===== src/rtl/tmr_pkg.sv =====
package tmr_pkg;
  typedef enum logic [1:0] {
    PH_Q1 = 2'd0,
    PH_Q2 = 2'd1,
    PH_Q3 = 2'd2,
    PH_Q4 = 2'd3
  } phase_t;

  localparam int unsigned WRITE_HOLDOFF = 2;
endpackage


===== src/rtl/tmr_phase.sv =====
module tmr_phase
  import tmr_pkg::*;
(
  input  logic   clk,
  input  logic   rst_n,
  output phase_t ph
);
  always_ff @(posedge clk or negedge rst_n) begin
    if (!rst_n) ph <= PH_Q1;
    else        ph <= phase_t'(ph + 2'd1);
  end
endmodule


===== src/rtl/tmr_prescaler.sv =====
module tmr_prescaler #(
  parameter int CW = 8,
  parameter int SW = 3
) (
  input  logic          clk,
  input  logic          rst_n,
  input  logic          clr,
  input  logic          inc,
  input  logic [SW-1:0] sel,
  output logic          tmr_carry,
  output logic          wdt_carry,
  output logic          sel_bit
);
  logic [CW-1:0] cnt;
  logic [CW:0]   one_w;
  logic [SW:0]   tmr_sh;
  logic [CW:0]   tmr_mask_w;
  logic [CW:0]   wdt_mask_w;
  logic [CW-1:0] tmr_mask;
  logic [CW-1:0] wdt_mask;

  assign one_w      = {{CW{1'b0}}, 1'b1};
  assign tmr_sh     = {1'b0, sel} + 1'b1;
  assign tmr_mask_w = (one_w << tmr_sh) - one_w;
  assign wdt_mask_w = (one_w << sel) - one_w;
  assign tmr_mask   = tmr_mask_w[CW-1:0];
  assign wdt_mask   = wdt_mask_w[CW-1:0];

  // carry out of the selected stage, taken on the incrementing cycle
  assign tmr_carry = inc && ((cnt & tmr_mask) == tmr_mask);
  assign wdt_carry = inc && ((cnt & wdt_mask) == wdt_mask);
  assign sel_bit   = cnt[sel];

  always_ff @(posedge clk or negedge rst_n) begin
    if (!rst_n)   cnt <= '0;
    else if (clr) cnt <= '0;
    else if (inc) cnt <= cnt + 1'b1;
  end
endmodule


===== src/rtl/tmr_sampler.sv =====
module tmr_sampler
  import tmr_pkg::*;
(
  input  logic   clk,
  input  logic   rst_n,
  input  phase_t ph,
  input  logic   pin_pol,
  input  logic   use_presc,
  input  logic   presc_bit,
  output logic   pin_rise,
  output logic   ext_tick
);
  logic pin_q, pin_q2;
  logic smp_a, smp_a_old, smp_b;
  logic src;

  assign pin_rise = pin_q & ~pin_q2;
  assign src      = use_presc ? presc_bit : pin_q;

  always_ff @(posedge clk or negedge rst_n) begin
    if (!rst_n) begin
      pin_q  <= 1'b0;
      pin_q2 <= 1'b0;
    end else begin
      pin_q  <= pin_pol;
      pin_q2 <= pin_q;
    end
  end

  // samples taken at the end of Q2 and Q4; history keeps sequence
  // older-Q2, last-Q4, this-Q2 so each transition is examined once
  always_ff @(posedge clk or negedge rst_n) begin
    if (!rst_n) begin
      smp_a     <= 1'b0;
      smp_a_old <= 1'b0;
      smp_b     <= 1'b0;
    end else if (ph == PH_Q2) begin
      smp_a <= src;
    end else if (ph == PH_Q4) begin
      smp_a_old <= smp_a;
      smp_b     <= src;
    end
  end

  assign ext_tick = (ph == PH_Q4) &&
                    ((~smp_a_old & smp_b) | (~smp_b & smp_a));
endmodule


===== src/rtl/tmr_unit.sv =====
module tmr_unit
  import tmr_pkg::*;
#(
  parameter int TW = 8,
  parameter int PW = 8,
  parameter int RW = 3
) (
  input  logic          clk,
  input  logic          rst_n,
  input  logic          ext_pin,
  input  logic          cfg_src_ext,
  input  logic          cfg_edge_fall,
  input  logic          cfg_assign_wdt,
  input  logic [RW-1:0] cfg_ratio,
  input  logic          wr_en,
  input  logic [TW-1:0] wr_data,
  input  logic          wdt_src,
  input  logic          wdt_clr,
  output logic [TW-1:0] tmr_value,
  output logic          tmr_ovf,
  output logic          wdt_tick
);
  localparam int HW = $clog2(WRITE_HOLDOFF + 1);

  phase_t        ph;
  logic          tick_q4;
  logic          pin_pol;
  logic          pin_rise, ext_tick;
  logic          p_tcarry, p_wcarry, p_bit;
  logic          presc_inc, presc_clr;
  logic          inc_req, do_inc;
  logic [HW-1:0] holdoff;

  tmr_phase u_phase (.clk(clk), .rst_n(rst_n), .ph(ph));

  assign tick_q4 = (ph == PH_Q4);
  assign pin_pol = ext_pin ^ cfg_edge_fall;

  assign presc_inc = cfg_assign_wdt ? wdt_src : (cfg_src_ext ? pin_rise : tick_q4);
  assign presc_clr = cfg_assign_wdt ? wdt_clr : wr_en;

  tmr_prescaler #(.CW(PW), .SW(RW)) u_presc (
    .clk(clk), .rst_n(rst_n), .clr(presc_clr), .inc(presc_inc),
    .sel(cfg_ratio), .tmr_carry(p_tcarry), .wdt_carry(p_wcarry),
    .sel_bit(p_bit)
  );

  tmr_sampler u_smp (
    .clk(clk), .rst_n(rst_n), .ph(ph), .pin_pol(pin_pol),
    .use_presc(~cfg_assign_wdt), .presc_bit(p_bit),
    .pin_rise(pin_rise), .ext_tick(ext_tick)
  );

  assign inc_req = cfg_src_ext ? ext_tick : (cfg_assign_wdt ? tick_q4 : p_tcarry);
  assign do_inc  = inc_req && (holdoff == '0) && !wr_en;

  always_ff @(posedge clk or negedge rst_n) begin
    if (!rst_n)                         holdoff <= '0;
    else if (wr_en)                     holdoff <= HW'(WRITE_HOLDOFF);
    else if (tick_q4 && holdoff != '0)  holdoff <= holdoff - 1'b1;
  end

  always_ff @(posedge clk or negedge rst_n) begin
    if (!rst_n) begin
      tmr_value <= '0;
      tmr_ovf   <= 1'b0;
    end else begin
      tmr_ovf <= do_inc && (tmr_value == '1);
      if (wr_en)       tmr_value <= wr_data;
      else if (do_inc) tmr_value <= tmr_value + 1'b1;
    end
  end

  always_ff @(posedge clk or negedge rst_n) begin
    if (!rst_n) wdt_tick <= 1'b0;
    else        wdt_tick <= cfg_assign_wdt ? p_wcarry : wdt_src;
  end
endmodule


===== config.mk =====
export PLATFORM = sky130hd
export DESIGN_NAME = tmr_unit
export DESIGN_NICKNAME = d
export VERILOG_FILES = /design/src/rtl/tmr_pkg.sv /design/src/rtl/tmr_phase.sv /design/src/rtl/tmr_prescaler.sv /design/src/rtl/tmr_sampler.sv /design/src/rtl/tmr_unit.sv
export SDC_FILE = /design/constraint.sdc
export NUM_CORES = 1
export LEC_CHECK = 0
export BUFFER_PORTS_ARGS = -buffer_cell sky130_fd_sc_hd__buf_2
export CORE_ASPECT_RATIO = 0.7
export CORE_MARGIN = 1.5
export CORE_UTILIZATION = 30
export CTS_CLUSTER_DIAMETER = 80
export DETAILED_ROUTE_END_ITERATION = 10
export GPL_ROUTABILITY_DRIVEN = 1
export GPL_TIMING_DRIVEN = 0
export PLACE_DENSITY_LB_ADDON = 0.25
export SETUP_SLACK_MARGIN = 0.4
export SYNTH_ARGS = -nofsm -noshare
export SYNTH_HDL_FRONTEND = slang
export SYNTH_HIERARCHICAL = 1
export SYNTH_SLANG_ARGS = --single-unit

===== constraint.sdc =====
create_clock -name clk -period 3.71 [get_ports clk]
set_input_delay 0.371 -clock clk [delete_from_list [all_inputs] [get_ports clk]]
set_output_delay 0.371 -clock clk [all_outputs]
set_load 0.005 [all_outputs]

==> flow_metrics.env, run 1 <==
export IMPL_finalCriticalPeriod_ps=3380
export IMPL_max_freq_mhz=296
export IMPL_pwr_density_cell_nw_per_um2=278
export IMPL_synth_edf_count=0
export IMPL_cp_cell_sequence="buf_6, buf_8, buf_8, nand2_4, inv_4, ha_4, or3b_4, ha_4, o21ai_2, or4_4, nor4_4, and2b_2, o311ai_4, buf_4, or4_1, a31oi_1"
export IMPL_top_layer="met4"
export IMPL_die_area_um2=6890
export IMPL_p_leak_nw=1.03
export IMPL_critPathTopFamily="simple AND/OR/NAND/NOR gates"
export IMPL_wire_per_inst_um=13.7
export IMPL_grt_max_degree=28
export IMPL_cts_max_path_buffers=2
export IMPL_crit_fanout=3
export IMPL_fin_nets=282
export IMPL_reg2reg_from="u_phase/ph[0]"
export IMPL_grt_pass1_vias=1638
export IMPL_cts_buffers=3
export IMPL_maxCapViolations=0
export IMPL_drive_gt1_frac=0.291
export IMPL_hold_class="input port to async pin"
export IMPL_crit_buf_inv=5
export IMPL_finalClockSkew_ps=3.54
export IMPL_clkTransAtPathRegs_ps=90
export IMPL_grt_ovfl_total=0
export IMPL_drv_slew=0
export IMPL_utilization=0.383
export IMPL_clk_latency_ps=270
export IMPL_required_ps=3910
export IMPL_hold_viol_final=0
export IMPL_path_class="input port to register"
export IMPL_met1Wirelength_um=2310
export IMPL_via_per_inst=5.17
export IMPL_finalCritPeriodShare=0.911
export IMPL_cp_end_kind="register"
export IMPL_grt_setup_unrepaired="true"
export IMPL_grt_total_usage=0.143
export IMPL_wl_met3_um=206
export IMPL_crit_path_start="cfg_ratio[1]"
export IMPL_cts_root_buffer="clkbuf_8"
export IMPL_synthCells=213
export IMPL_gp_congestion=0.809
export IMPL_yosysSeqAreaShare=0.352
export IMPL_vias=1716
export IMPL_detailed_place_hpwl_um=3280
export IMPL_ant_nets=0
export IMPL_coreArea_um2=6220
export IMPL_start_kind="input port"
export IMPL_avgSynthCellArea_um2=9.01
export IMPL_die_w_um=98.6
export IMPL_post_dp_cell_area_um2=2200
export IMPL_arrival_ps=3580
export IMPL_syn_num_nets=240
export IMPL_htree_levels=1
export IMPL_cts_tree="built"
export IMPL_drt_iter0_drc=92
export IMPL_die_h_um=69.9
export IMPL_vdd_ir_drop_max_v=0.000125
export IMPL_async_reset_ff_frac=1.00
export IMPL_grt_pass1_wl_um=7990
export IMPL_start_util=0.309
export IMPL_outcome="complete, no violations"
export IMPL_hold_ws_ps=103
export IMPL_drc_errors=0
export IMPL_tightestPinTransition_ps=610
export IMPL_io_pins=30
export IMPL_synth_seq_cells=27
export IMPL_yosysWarnings=6
export IMPL_cts_num_sinks=27
export IMPL_cp_slowest_cell="or4_4"
export IMPL_wl_met2_um=1980
export IMPL_setup_viol_count_final=0
export IMPL_fillerInstances=631
export IMPL_diodes=0
export IMPL_cpPeakStageDelay_ps=540
export IMPL_slew_headroom=0.593
export IMPL_fp_row_count=24
export IMPL_antenna_found_initial=0
export IMPL_synth_cell_area_um2=1920
export IMPL_ys_flop_type="dfrtp_1"
export IMPL_syn_to_final_growth_pct=23.9
export IMPL_finish_instance_area_um2=2380
export IMPL_drt_wl_total_um=4540
export IMPL_synth_distinct_cells=53
export IMPL_drt_first_pass_iters=6
export IMPL_port_buffers=28
==> cell usage after synthesis, drive strengths merged, types with 3 or more instances <==
master,instances,share of area
or3,3,0.0098
nand4,3,0.0098
nor2,18,0.035
o21ai,12,0.031
nand3,5,0.016
inv,13,0.025
and2b,3,0.013
mux2i,4,0.021
a21oi,12,0.033
o22ai,3,0.0098
buf,10,0.034
or4,6,0.023
nor2b,3,0.0098
ha,7,0.046
a31oi,7,0.023
o31ai,6,0.023
clkbuf,3,0.0059
xnor2,4,0.018
dfrtp,27,0.35
nand2b,7,0.023
nand2,17,0.033
xor2,7,0.032
mux2,3,0.018
==> per-layer routing <==
metal	up-vias	GRT usage
li1	858	-
met1	815	0.217
met2	38	0.209
met3	5	0.0280
met4	0	0.0317
met5	-	0
==> state kept, by name (all words and copies together) (netlist names), 2 cells and up <==
| register | cells |
|---|---|
| tmr_value | 8 |
| u_presc/cnt | 8 |
| holdoff | 2 |
| u_phase/ph | 2 |
==> per-stage QoR <==
step | setup slack (ps) | power [mW] | setup TNS (ps) | std cells
finish | 329 | 0.661 | 0 | 332
floorplan | 293 | 0.433 | 0 | 213
global placement | -70.7 | 0.483 | -158 | 319
CTS | 299 | 0.661 | 0 | 330
detailed placement | -73.2 | 0.486 | -180 | 319
global route | 237 | 0.708 | 0 | 332
==> area by class of cell <==
type / count / area, µm² / area share
timing repair buffer: 37 / 214 / 0.0900
tap: 78 / 97.6 / 0.0410
buffer: 13 / 113 / 0.0473
multi-input combinational: 160 / 1180 / 0.497
inverter: 13 / 51.3 / 0.0216
sequential: 27 / 676 / 0.284
clock buffer: 4 / 45.0 / 0.0189
==> where the power goes <==
group | switching, mW | leakage [nW] | total, mW | internal [mW]
logic | 0.0852 | 0.670 | 0.163 | 0.0780
registers | 0.0212 | 0.338 | 0.334 | 0.313
clock network | 0.0866 | 0.0228 | 0.163 | 0.0769
==> timing repair <==
item	in CTS	in global routing
setup buffers	7	2
pin swaps	3	4
gates resized for setup	5	8
setup endpoints to repair	5	7
hold buffers	0	0
==> cells by family after synthesis <==
logic type,share of synthesized area
XOR/XNOR,0.0502
AND/OR/NAND/NOR,0.241
multiplexers,0.0639
adder cells (fa/ha/maj),0.0456
AO/OA/AOI/OAI,0.182
flip-flops,0.352
buffers and inverters,0.0652
==> final timing paths <==
check                                endpoint  slack (ps)  cells after the start
worst max register to register   tmr_value[7]         640                     13
worst min-delay path            u_phase/ph[0]         100                      1
worst min register to register   u_smp/pin_q2         410                      0
min in group clk                  u_smp/pin_q         270                      2
worst max-delay path             tmr_value[7]         330                     16
max in group asynchronous        tmr_value[4]        3210                      1
==> layout by cell type, fill, tap and decap left out, types with 2 or more instances in the layout <==
| cell type | netlist | layout |
|---|---|---|
| a21oi_1 | 11 | 11 |
| a31oi_1 | 7 | 7 |
| and2b_2 | 2 | 2 |
| buf_2 | 7 | 30 |
| buf_4 | 1 | 9 |
| buf_6 | 2 | 6 |
| buf_8 | 0 | 2 |
| clkbuf_1 | 3 | 4 |
| clkbuf_8 | 0 | 3 |
| dfrtp_1 | 27 | 27 |
| ha_1 | 7 | 5 |
| ha_4 | 0 | 2 |
| inv_1 | 13 | 12 |
| mux2_2 | 3 | 3 |
| mux2i_1 | 4 | 4 |
| nand2_1 | 17 | 16 |
| nand2b_1 | 7 | 7 |
| nand3_1 | 4 | 4 |
| nand3b_1 | 2 | 2 |
| nand4_1 | 3 | 3 |
| nor2_1 | 18 | 18 |
| nor2b_1 | 3 | 3 |
| nor3_1 | 2 | 2 |
| nor3b_1 | 2 | 2 |
| o211ai_1 | 2 | 2 |
| o21ai_0 | 12 | 11 |
| o22ai_1 | 3 | 3 |
| o31ai_1 | 6 | 5 |
| or2_2 | 2 | 2 |
| or3_1 | 3 | 3 |
| or4_1 | 6 | 5 |
| xnor2_1 | 4 | 4 |
| xor2_1 | 7 | 7 |
Power figures use the tool's default switching activity.
==> run 2: changes to the inputs <==
- CAP_MARGIN: unset -> 20
- REMOVE_ABC_BUFFERS: unset -> 1
==> flow_metrics.env, run 2 (synthesized netlist as in run 1, its figures left out) <==
export IMPL_reg2reg_from="u_phase/ph[0]"
export IMPL_via_per_inst=5.28
export IMPL_max_freq_mhz=311
export IMPL_drt_iter0_drc=99
export IMPL_grt_total_usage=0.137
export IMPL_mostFrequentLayoutCell="dfrtp_1"
export IMPL_required_ps=3920
export IMPL_place_inst=307
export IMPL_finalCritPeriodShare=0.867
export IMPL_fin_tns_setup_ps=0
export IMPL_fin_ws_ps=493
export IMPL_cts_root_buffer="clkbuf_8"
export IMPL_drv_slew=0
export IMPL_maxCapViolations=0
export IMPL_die_h_um=69.9
export IMPL_arrival_ps=3430
export IMPL_hold_class="input port to async pin"
export IMPL_fillerInstances=646
export IMPL_seq_area_um2=676
export IMPL_clkTransAtPathRegs_ps=100
export IMPL_ant_nets=0
export IMPL_finalClockSkew_ps=15.0
export IMPL_cp_cell_sequence="buf_12, nand2_4, inv_2, ha_4, or3b_4, ha_4, o21ai_0, or4_1, nor4_2, and2b_2, o311ai_4, or4_1, a31oi_1"
export IMPL_detailed_place_hpwl_um=3110
export IMPL_grt_pass1_wl_um=7670
export IMPL_slew_headroom=0.327
export IMPL_pwr_density_cell_nw_per_um2=285
export IMPL_start_util=0.309
export IMPL_port_buffers=29
export IMPL_drt_wl_total_um=4500
export IMPL_drc_errors=0
export IMPL_multi_input_area_um2=1170
export IMPL_vdd_ir_drop_max_v=0.000140
export IMPL_antenna_found_initial=0
export IMPL_cpPeakStageDelay_ps=550
export IMPL_r2r_cells=11
export IMPL_cp_slowest_cell="or4_1"
export IMPL_syn_to_final_growth_pct=21.1
export IMPL_fin_cells=323
export IMPL_path_class="input port to register"
export IMPL_start_kind="input port"
export IMPL_cts_buffers=3
export IMPL_grt_setup_unrepaired="true"
export IMPL_drt_first_pass_iters=6
export IMPL_cts_hold_buf=0
export IMPL_crit_end="tmr_value[5]"
export IMPL_drive_gt1_frac=0.273
export IMPL_outcome="complete, no violations"
export IMPL_finalCriticalPeriod_ps=3220
export IMPL_grt_ovfl_total=0
export IMPL_fin_nets=273
export IMPL_wire_per_inst_um=13.9
export IMPL_grt_max_degree=28
export IMPL_die_w_um=98.6
export IMPL_hold_viol_final=0
export IMPL_htree_levels=1
export IMPL_crit_fanout=18
export IMPL_final_cell_mix="dfrtp_1 (27), buf_2 (26), nor2_1 (18), nand2_1 (16)"
export IMPL_coreArea_um2=6220
export IMPL_cts_num_sinks=27
export IMPL_rrSetupSlack_ps=590
export IMPL_die_area_um2=6890
export IMPL_reg2reg_to="tmr_value[5]"
export IMPL_grt_pass1_vias=1494
export IMPL_cp_end_kind="register"
export IMPL_p_leak_nw=0.986
export IMPL_vias=1707
export IMPL_crit_path_start="cfg_ratio[0]"
export IMPL_total_power_mw=0.663
export IMPL_reg_top3="tmr_value x8, u_presc/cnt x8"
export IMPL_diodes=0
export IMPL_tightestPinTransition_ps=998
export IMPL_clk_latency_ps=280
export IMPL_dp_slack_ps=-404
export IMPL_cts_tree="built"
export IMPL_fp_row_count=24
export IMPL_setup_viol_count_final=0
export IMPL_io_pins=30
export IMPL_cts_max_path_buffers=2
export IMPL_gp_congestion=0.749
## run 2: cell count changes in the layout (fill, tap and decap cells not counted), sizes merged
| cell | change |
|---|---|
| clkinvlp | +2 |
| buf | -7 |
| clkbuf | -4 |
| o311ai | +1 |
| inv | -1 |
## run 2: metrics by stage
step	utilization	cell area (µm²)	hold slack [ps]
floorplan	-	1840	75.4
global placement	0.336	2090	393
detailed placement	0.336	2090	400
CTS	0.355	2210	114
global route	0.374	2320	128
finish	0.374	2320	83.3
## run 2: report_power, final
| part | internal, mW | switching, mW |
|---|---|---|
| logic | 0.0746 | 0.0810 |
| clock network | 0.0764 | 0.0962 |
| registers | 0.313 | 0.0212 |
| total | 0.464 | 0.198 |
## run 2: layout make-up
type / instances / share of cell area
clock inverters: 1 / 0.00323
clock buffers: 3 / 0.0178
inverters: 13 / 0.0226
well taps: 78 / 0.0420
flip-flops and latches: 27 / 0.291
repair buffers: 40 / 0.119
multi-input cells: 161 / 0.505
## run 2: how the worst min path moves through the flow
stage                      from            to  slack [ps]  depth (start not counted)
detailed placement  u_smp/pin_q  u_smp/pin_q2         400                          0
CTS                       rst_n  tmr_value[5]         110                          1
floorplan                 rst_n    holdoff[0]          80                          0
global placement    u_smp/pin_q  u_smp/pin_q2         390                          0
global route              rst_n  tmr_value[5]         130                          1
finish                    rst_n  tmr_value[5]          80                          1
## run 2: routing by layer
layer / GRT usage / routed length (µm)
met1: 0.226 / 2400
met2: 0.184 / 1890
met5: 0 / 0
met3: 0.0280 / 184
met4: 0.0190 / 29
## run 2: worst max-delay path, delay by kind of cell
| kind | cells | cell delay, ps |
|---|---|---|
| adder cells (fa/ha/maj) | 2 | 540 |
| buffers and inverters | 2 | 190 |
| AND/OR/NAND/NOR | 6 | 1960 |
| AO/OA/AOI/OAI | 3 | 370 |
## run 2: repair_timing
item | in CTS | in global routing
gates cloned | 1 | 0
endpoints found under the hold margin | 0 | 0
gates resized for setup | 12 | 11
setup endpoints to repair | 9 | 5
pin swaps | 4 | 0
setup buffers | 3 | 8
==> run 3: changes to the inputs <==
- CAP_MARGIN: 20 -> unset
- SKIP_CTS_REPAIR_TIMING: unset -> 1
- clock period: 3.71 -> 3.2 ns (I/O delays scaled with it)
==> flow_metrics.env, run 3 (synthesized netlist as in run 1, its figures left out) <==
export IMPL_outcome="complete, no violations"
export IMPL_grt_max_degree=28
export IMPL_detailed_place_hpwl_um=3110
export IMPL_start_util=0.309
export IMPL_grt_pass1_wl_um=7380
export IMPL_mostFrequentLayoutCell="buf_2"
export IMPL_clk_latency_ps=280
export IMPL_slew_headroom=0.332
export IMPL_cts_buffers=3
export IMPL_utilization=0.406
export IMPL_finalCriticalPeriod_ps=3150
export IMPL_cts_tree="built"
export IMPL_cp_end_kind="register"
export IMPL_die_area_um2=6890
export IMPL_drt_first_pass_iters=6
export IMPL_port_buffers=29
export IMPL_die_w_um=98.6
export IMPL_hold_ws_ps=33.0
export IMPL_reg2reg_to="tmr_value[3]"
export IMPL_vias=1732
export IMPL_io_pins=30
export IMPL_max_freq_mhz=318
export IMPL_place_inst=307
export IMPL_vdd_ir_drop_max_v=0.000164
export IMPL_finish_instance_area_um2=2520
export IMPL_finalCritPeriodShare=0.983
export IMPL_setup_viol_count_final=0
export IMPL_maxCapViolations=0
export IMPL_rrSetupSlack_ps=140
export IMPL_p_leak_nw=1.08
export IMPL_r2r_cells=11
export IMPL_cts_root_buffer="clkbuf_8"
export IMPL_crit_fanout=6
export IMPL_grt_pass1_vias=1436
export IMPL_path_class="input port to register"
export IMPL_gp_congestion=0.749
export IMPL_hold_viol_final=0
export IMPL_hold_class="input port to async pin"
export IMPL_drc_errors=0
export IMPL_coreArea_um2=6220
export IMPL_htree_levels=1
export IMPL_cts_num_sinks=27
export IMPL_crit_path_start="cfg_ratio[1]"
export IMPL_syn_to_final_growth_pct=31.4
export IMPL_grt_ovfl_total=0
export IMPL_grt_total_usage=0.132
export IMPL_dp_slack_ps=-863
export IMPL_finalClockSkew_ps=16.1
export IMPL_wire_per_inst_um=13.9
export IMPL_fin_nets=287
export IMPL_fp_row_count=24
export IMPL_drive_gt1_frac=0.336
export IMPL_reg2reg_from="u_phase/ph[0]"
export IMPL_cts_max_path_buffers=2
export IMPL_crit_end="tmr_value[3]"
export IMPL_reg_top3="tmr_value x8, u_presc/cnt x8"
export IMPL_pwr_density_cell_nw_per_um2=317
export IMPL_grt_setup_unrepaired="true"
export IMPL_diodes=0
export IMPL_clkTransAtPathRegs_ps=110
export IMPL_drv_slew=0
export IMPL_fin_ws_ps=53.3
export IMPL_final_cell_mix="buf_2 (26), dfrtp_1 (25), buf_4 (23), nor2_1 (18), nand2_1 (16)"
export IMPL_antenna_found_initial=0
export IMPL_die_h_um=69.9
export IMPL_post_dp_cell_area_um2=2090
export IMPL_via_per_inst=5.14
export IMPL_drt_iter0_drc=69
export IMPL_arrival_ps=3340
export IMPL_start_kind="input port"
export IMPL_fin_cells=337
export IMPL_required_ps=3390
export IMPL_tightestPinTransition_ps=991
export IMPL_ant_nets=0
export IMPL_drt_wl_total_um=4680
-- run 3: cell types whose count changed in the layout (fill, tap and decap cells not counted), moves of 2 or more --
cell | before | now
dfrtp_1 | 27 | 25
buf_4 | 10 | 23
clkbuf_16 | 0 | 2
buf_12 | 3 | 1
buf_16 | 0 | 2
dfrtp_2 | 0 | 2
-- run 3: worst min-delay path by stage --
stage,from,endpoint,cells after the start,slack [ps]
finish,rst_n,tmr_value[5],1,30
global route,rst_n,tmr_value[5],1,80
CTS,rst_n,tmr_value[5],1,60
detailed placement,rst_n,tmr_value[4],1,370
global placement,rst_n,tmr_value[4],1,370
floorplan,rst_n,holdoff[0],0,20
-- run 3: final cells by class --
type / instances / area [µm²]
fill: 629 / 3690
multi-input combinational: 161 / 1210
sequential: 27 / 678
timing repair buffer: 54 / 428
tap: 78 / 97.6
inverter: 13 / 57.6
clock buffer: 3 / 41.3
clock inverter: 1 / 7.51
-- run 3: per-stage QoR --
step	setup TNS, ps	power [mW]
after floorplan	-942	0.484
after global placement	-5860	0.547
after detailed placement	-6100	0.549
after CTS	-3490	0.749
after global routing	-37.1	0.853
final	0	0.798
-- run 3: worst max-delay path, stage by stage --
cell	delay (ps)
buf_16	110
nand2_8	70
inv_6	40
ha_4	280
or3b_4	400
ha_4	270
o21ai_2	40
or4_1	540
nor4_2	170
and2b_2	220
o311ai_4	140
or4_1	540
a31oi_1	190
-- run 3: power breakdown --
group	internal (mW)	leakage [nW]	switching, mW	total [mW]
clock network	0.0885	0.0217	0.113	0.201
registers	0.363	0.336	0.0253	0.388
logic	0.108	0.719	0.100	0.208
total	0.560	1.08	0.238	0.798
-- run 3: metal layers --
| metal | part of all wire | track usage |
|---|---|---|
| met3 | 0.031 | 0.0280 |
| met2 | 0.42 | 0.173 |
| met5 | 0 | 0 |
| met4 | 0.0075 | 0.0190 |
| met1 | 0.54 | 0.219 |
